**src/rtl/seg_xlate_pkg.sv**
```systemverilog
package seg_xlate_pkg;
   typedef enum logic [1:0] {
      ACC_READ  = 2'd0,
      ACC_WRITE = 2'd1,
      ACC_EXEC  = 2'd2,
      ACC_RSVD  = 2'd3
   } acc_e;

   typedef enum logic [1:0] {
      FLT_NONE = 2'd0,
      FLT_GP   = 2'd1,
      FLT_NP   = 2'd2
   } flt_e;

   typedef struct packed {
      logic [31:0] base;
      logic [19:0] limit;
      logic [3:0]  kind;
      logic        sys_n;
      logic [1:0]  priv;
      logic        present;
      logic        spare;
      logic        wide;
      logic        gran;
   } desc_t;
endpackage

```
**src/rtl/seg_desc_unpack.sv**
```systemverilog
module seg_desc_unpack
   import seg_xlate_pkg::*;
(
   input  logic [63:0] raw,
   output desc_t       fld
);
   localparam int BYTES = 8;
   logic [7:0] b [BYTES];

   for (genvar k = 0; k < BYTES; k++) begin : g_byte
      assign b[k] = raw[8*k +: 8];
   end

   always_comb begin
      fld.base    = {b[7], b[4], b[3], b[2]};
      fld.limit   = {b[6][3:0], b[1], b[0]};
      fld.kind    = b[5][3:0];
      fld.sys_n   = b[5][4];
      fld.priv    = b[5][6:5];
      fld.present = b[5][7];
      fld.spare   = b[6][4];
      fld.wide    = b[6][6];
      fld.gran    = b[6][7];
   end

   logic unused_rsv;
   assign unused_rsv = b[6][5];
endmodule

```
**src/rtl/seg_limit_eval.sv**
```systemverilog
module seg_limit_eval #(
   parameter int ADDR_W     = 32,
   parameter int LIM_W      = 20,
   parameter int PAGE_SHIFT = 12,
   parameter bit EXP_DN_EN  = 1'b1
) (
   input  logic [LIM_W-1:0]  limit,
   input  logic              gran,
   input  logic              wide,
   input  logic              grow_dn,
   input  logic [ADDR_W-1:0] off,
   output logic              in_bounds
);
   localparam int NARROW_W = 16;

   if (LIM_W + PAGE_SHIFT != ADDR_W) begin : g_bad_w
      $error("limit width plus page shift must equal address width");
   end
   if (ADDR_W < NARROW_W) begin : g_bad_a
      $error("address width below narrow bound");
   end

   logic [ADDR_W-1:0] eff_lim;
   logic [ADDR_W-1:0] top;

   assign eff_lim = gran ? {limit, {PAGE_SHIFT{1'b1}}}
                         : {{(ADDR_W-LIM_W){1'b0}}, limit};
   assign top     = wide ? {ADDR_W{1'b1}}
                         : {{(ADDR_W-NARROW_W){1'b0}}, {NARROW_W{1'b1}}};

   if (EXP_DN_EN) begin : g_dn
      always_comb begin
         if (grow_dn) in_bounds = (off > eff_lim) && (off <= top);
         else         in_bounds = (off <= eff_lim);
      end
   end else begin : g_up
      assign in_bounds = (off <= eff_lim);
      logic unused_dn;
      assign unused_dn = grow_dn ^ (|top);
   end
endmodule

```
**src/rtl/seg_access_rules.sv**
```systemverilog
module seg_access_rules
   import seg_xlate_pkg::*;
(
   input  logic       sys_n,
   input  logic [3:0] kind,
   input  acc_e       acc,
   output logic       type_ok,
   output logic       grow_dn
);
   logic is_code;
   assign is_code = kind[3];
   assign grow_dn = sys_n && !is_code && kind[2];

   always_comb begin
      type_ok = 1'b0;
      if (sys_n) begin
         if (is_code) begin
            unique case (acc)
               ACC_EXEC:  type_ok = 1'b1;
               ACC_READ:  type_ok = kind[1];
               default:   type_ok = 1'b0;
            endcase
         end else begin
            unique case (acc)
               ACC_READ:  type_ok = 1'b1;
               ACC_WRITE: type_ok = kind[1];
               default:   type_ok = 1'b0;
            endcase
         end
      end
   end
endmodule

```
**src/rtl/seg_xlate_unit.sv**
```systemverilog
module seg_xlate_unit
   import seg_xlate_pkg::*;
#(
   parameter int ADDR_W     = 32,
   parameter int LIM_W      = 20,
   parameter int PAGE_SHIFT = 12,
   parameter bit EXP_DN_EN  = 1'b1
) (
   input  logic        clk,
   input  logic        rst_n,
   input  logic        req_valid,
   output logic        req_ready,
   input  logic [63:0] req_desc,
   input  logic [1:0]  req_acc,
   input  logic [31:0] req_off,
   output logic        rsp_valid,
   input  logic        rsp_ready,
   output logic [31:0] rsp_lin,
   output logic [1:0]  rsp_fault
);
   if (ADDR_W != 32 || LIM_W != 20) begin : g_bad_fmt
      $error("descriptor layout fixes a 32-bit base and 20-bit limit");
   end

   desc_t fld;
   logic  type_ok, grow_dn, in_bounds;
   flt_e  flt_c;
   logic [ADDR_W-1:0] lin_c;

   seg_desc_unpack u_unpack (
      .raw (req_desc),
      .fld (fld)
   );

   seg_access_rules u_rules (
      .sys_n   (fld.sys_n),
      .kind    (fld.kind),
      .acc     (acc_e'(req_acc)),
      .type_ok (type_ok),
      .grow_dn (grow_dn)
   );

   seg_limit_eval #(
      .ADDR_W     (ADDR_W),
      .LIM_W      (LIM_W),
      .PAGE_SHIFT (PAGE_SHIFT),
      .EXP_DN_EN  (EXP_DN_EN)
   ) u_limit (
      .limit     (fld.limit),
      .gran      (fld.gran),
      .wide      (fld.wide),
      .grow_dn   (grow_dn),
      .off       (req_off),
      .in_bounds (in_bounds)
   );

   always_comb begin
      if (!fld.present)   flt_c = FLT_NP;
      else if (!type_ok)  flt_c = FLT_GP;
      else if (!in_bounds) flt_c = FLT_GP;
      else                flt_c = FLT_NONE;
      lin_c = (flt_c == FLT_NONE) ? fld.base + req_off : '0;
   end

   assign req_ready = !rsp_valid || rsp_ready;

   always_ff @(posedge clk or negedge rst_n) begin
      if (!rst_n) begin
         rsp_valid <= 1'b0;
         rsp_lin   <= '0;
         rsp_fault <= FLT_NONE;
      end else if (req_ready) begin
         rsp_valid <= req_valid;
         if (req_valid) begin
            rsp_lin   <= lin_c;
            rsp_fault <= flt_c;
         end
      end
   end

   logic unused_fld;
   assign unused_fld = ^{fld.priv, fld.spare};
endmodule

```
**config.mk**
```make
export PLATFORM = sky130hd
export DESIGN_NAME = seg_xlate_unit
export DESIGN_NICKNAME = d
export VERILOG_FILES = /design/src/rtl/seg_xlate_pkg.sv /design/src/rtl/seg_desc_unpack.sv /design/src/rtl/seg_limit_eval.sv /design/src/rtl/seg_access_rules.sv /design/src/rtl/seg_xlate_unit.sv
export SDC_FILE = /design/constraint.sdc
export NUM_CORES = 1
export LEC_CHECK = 0
export CAP_MARGIN = 10
export CORE_UTILIZATION = 42
export CTS_CLUSTER_SIZE = 8
export DETAILED_ROUTE_END_ITERATION = 12
export PLACE_DENSITY_LB_ADDON = 0.1
export SYNTH_ARGS = -nofsm -noshare
export SYNTH_HDL_FRONTEND = slang
export SYNTH_SLANG_ARGS = --single-unit
```
**constraint.sdc**
```tcl
create_clock -name clk -period 1.5 [get_ports clk]
set_clock_uncertainty 0.05 [all_clocks]
set_input_delay 0.3 -clock clk [delete_from_list [all_inputs] [get_ports clk]]
set_output_delay 0.3 -clock clk [all_outputs]
set_load 0.005 [all_outputs]
```
==> summary.txt <==
CTS
  – Worst skew pair latency: roughly 300 ps
  – Clock transition at the registers of the reported paths: about 80 ps
  – Num CTS Buffers: 5
  – Clock sink count: 35
  – Clock root cell: clkbuf_8
  – H-Tree Depth: 2
  – Max clock buf depth: 2
  – CTS tree: done
  – Hold_buf cts: 0

Yosys
  – Ys Warns: 0
  – Synth unique cells: a little over 50
  – Synth Cell Area: approximately 4000 um2
  – Top_reg_cell synth: dfrtp_1
  – Synth Register Bits: 35
  – Synth area leader: ha_1
  – Gate Count Post-Synth: 476
  – Post-synth EDFFs: 0
  – Synth top area cells: ha_1, dfrtp_1, a21o_1, nand2_1, a21oi_1
  – Syn nets: approximately 660
  – Ys async rst share: 100%
  – Synth top area share: between 20 and 25%
  – Seq/Total Area, Yosys: 21.9%
  – Syn Area/Cell: between 8 and 9 um2

Die
  – Die ar.: 9920 um2
  – Placement Rows: 35
  – Initial Util: 43.3%
  – Chip Height: 99.6 um
  – Die X-Extent: between 90 and 100 um
  – I/O pin total: 138
  – Core area: 9240 um2

Place
  – Placed cell area: 6480 um2
  – Gp weighted congestion: 0.901
  – DP Wirelength: 11400 um
  – Pre-CTS setup slack: -1790 ps
  – Count of buffers from port buffering: 132

Job
  – Max Cap Violations: 0

Cells and area
  – Layout cell share with drive strength beyond 1: a little under two fifths
  – Synthesis-to-finish area growth: 88.1%
  – Most frequent cells in the layout: buf_4, ha_1, dlygate4sd2_1
  – Fin area: around 7500 um2
  – Final Core Density: 81.4%
  – ANT cells: 0
  – Commonest non-fill, non-tap cell in the layout: buf_4
  – # nets final: 952

Global route
  – First-pass GRT wire length: roughly 24000 um
  – Initial antenna violation count: 0
  – Vias in the first global route: a little over 5k
  – GRT Total Usage: 31.6%
  – Largest net degree at the start of global routing: 37
  – Congestion Overflow GR: 0

STA
  – RSZ-0062 raised after global routing: true
  – PnR worst setup slack: -1130 ps
  – F_max: ~380 MHz
  – Tightest Pin Transition: slightly below 500 ps
  – Min cycle time layout: between 2000 and 3000 ps
  – Max_slew headroom: 67.3%
  – Final Max Tran Viols: 0
  – Final setup viols: 35
  – Final Hold Viols: 0
  – Final period util: 175%
  – Worst hold margin: 303 ps

Critical path
  – CP Class: in -> reg
  – Critical path capture point type: register
  – CP Max Fanout: 8
  – Setup crit start kind: input port
  – Required time of the critical path: 1660 ps
  – Worst EP arrival: between 2000 and 3000 ps

Pwr
  – Peak VDD IR: between 0.4 and 0.5 mV
  – PwrDens: ~560 nW/um2
  – Lkg Pwr: 3.92 nW

Drt
  – Routed vias: 5083
  – Initial DRC count: 187
  – # DRC: 0
  – 1st-pass router iterations: 5
  – Number of routed nets with antenna violations: 0
  – Vias per cell: between 5 and 6
  – Routed WL: roughly 16000 um
  – Drt wl/cell: 18.3 um

Min path
  – Min-delay worst type: in -> async

Status
  – Violated checks: setup timing
  – Status: complete, but fails checks
==> layout make-up <==
cell class / instances / area [um2]
multi-input cells: 419 / 3690
repair buffers: 297 / 2630
fillers: 572 / 1710
flip-flops and latches: 35 / 876
well taps: 129 / 161
clock buffers: 5 / 68.8
clock inverters: 3 / 47.5
inverters: 12 / 47.5
==> synth_stat cells (2+ instances only) <==
cell,instances
clkbuf_1,8
o31ai_1,9
o21a_1,7
or2_1,3
a211oi_1,4
a32o_1,3
dfrtp_1,35
mux2i_1,9
a21o_1,35
nand3_1,5
nand2_1,62
inv_1,12
nor2_1,27
ha_1,79
and2_1,5
nor3_1,6
a21oi_2,2
xnor2_1,10
a21oi_1,34
o21ai_0,11
nand2b_1,6
nor2b_1,2
and3_1,3
xor2_1,15
o21ai_1,33
a221o_1,2
a2111oi_0,2
a31oi_1,4
nand4_1,20
o22ai_1,2
==> sequential cells by signal (all words and copies together) (netlist names) <==
name       count
rsp_lin       32
rsp_fault      2
rsp_valid      1
==> report_power, final <==
| group | total (mW) | switching, mW | leakage [nW] | internal (mW) |
|---|---|---|---|---|
| Sequential | 1.00 | 0.0192 | 0.480 | 0.980 |
| Clock | 0.924 | 0.420 | 0.0587 | 0.504 |
| Combinational | 2.29 | 1.09 | 3.38 | 1.19 |
==> per-layer routing <==
metal	vias up	global-route usage (%)	share of wire, %	wire [um]
li1	2384	-	-	-
met1	2424	38.4	41	6810
met2	216	56.4	49	8100
met3	59	3.44	5.3	876
met4	0	13.7	4.0	663
met5	-	0	0	0
==> kinds of logic after synthesis <==
logic type / synth area share [%]
AOI/OAI and AO/OA: 26.3
xor gates and xnor gates: 5.47
buffers and inverters: 2.09
and+or+nand+nor: 16.8
muxes: 2.25
DFF: 21.9
adders and majority gates: 25.2
==> critical path: stages <==
cell and delay, ps:
buf_12 120, buf_12 130, mux2i_1 110, ha_1 310, nand4_1 150, or2_4 280
a211oi_2 220, o31ai_2 110, a21oi_2 150, mux2i_2 310, nand2_2 100, buf_4 160
buf_12 150, o31ai_4 200
==> per-stage QoR <==
step | TNS (ps) | power [mW] | std cells
after detailed placement | -55180 | 2.90 | 856
after global placement | -53020 | 2.85 | 856
after floorplan | -36550 | 1.90 | 476
after CTS | -32710 | 4.02 | 892
final | -34490 | 4.21 | 900
after global routing | -39720 | 4.43 | 900
==> final timing paths <==
kind / start / to / slack, ps / cells after the start
max: req_desc[55] / rsp_lin[27] / -1130 / 14
min reg2reg: rsp_lin[21] / rsp_lin[21] / 420 / 2
min: rst_n / rsp_fault[1] / 300 / 2
min in group clk: req_desc[16] / rsp_lin[0] / 360 / 3
max reg2reg: rsp_valid / rsp_lin[27] / -10 / 8
max in group asynchronous: rst_n / rsp_lin[27] / 900 / 2
==> what timing repair did <==
action                     in CTS  in global routing
hold endpoints to repair        0                  0
cloned                          5                  0
setup endpoints to repair      59                 46
resized for setup             202                 71
pin swaps                      81                 41
setup buffers                  24                 10
Power figures use the tool's default switching activity.
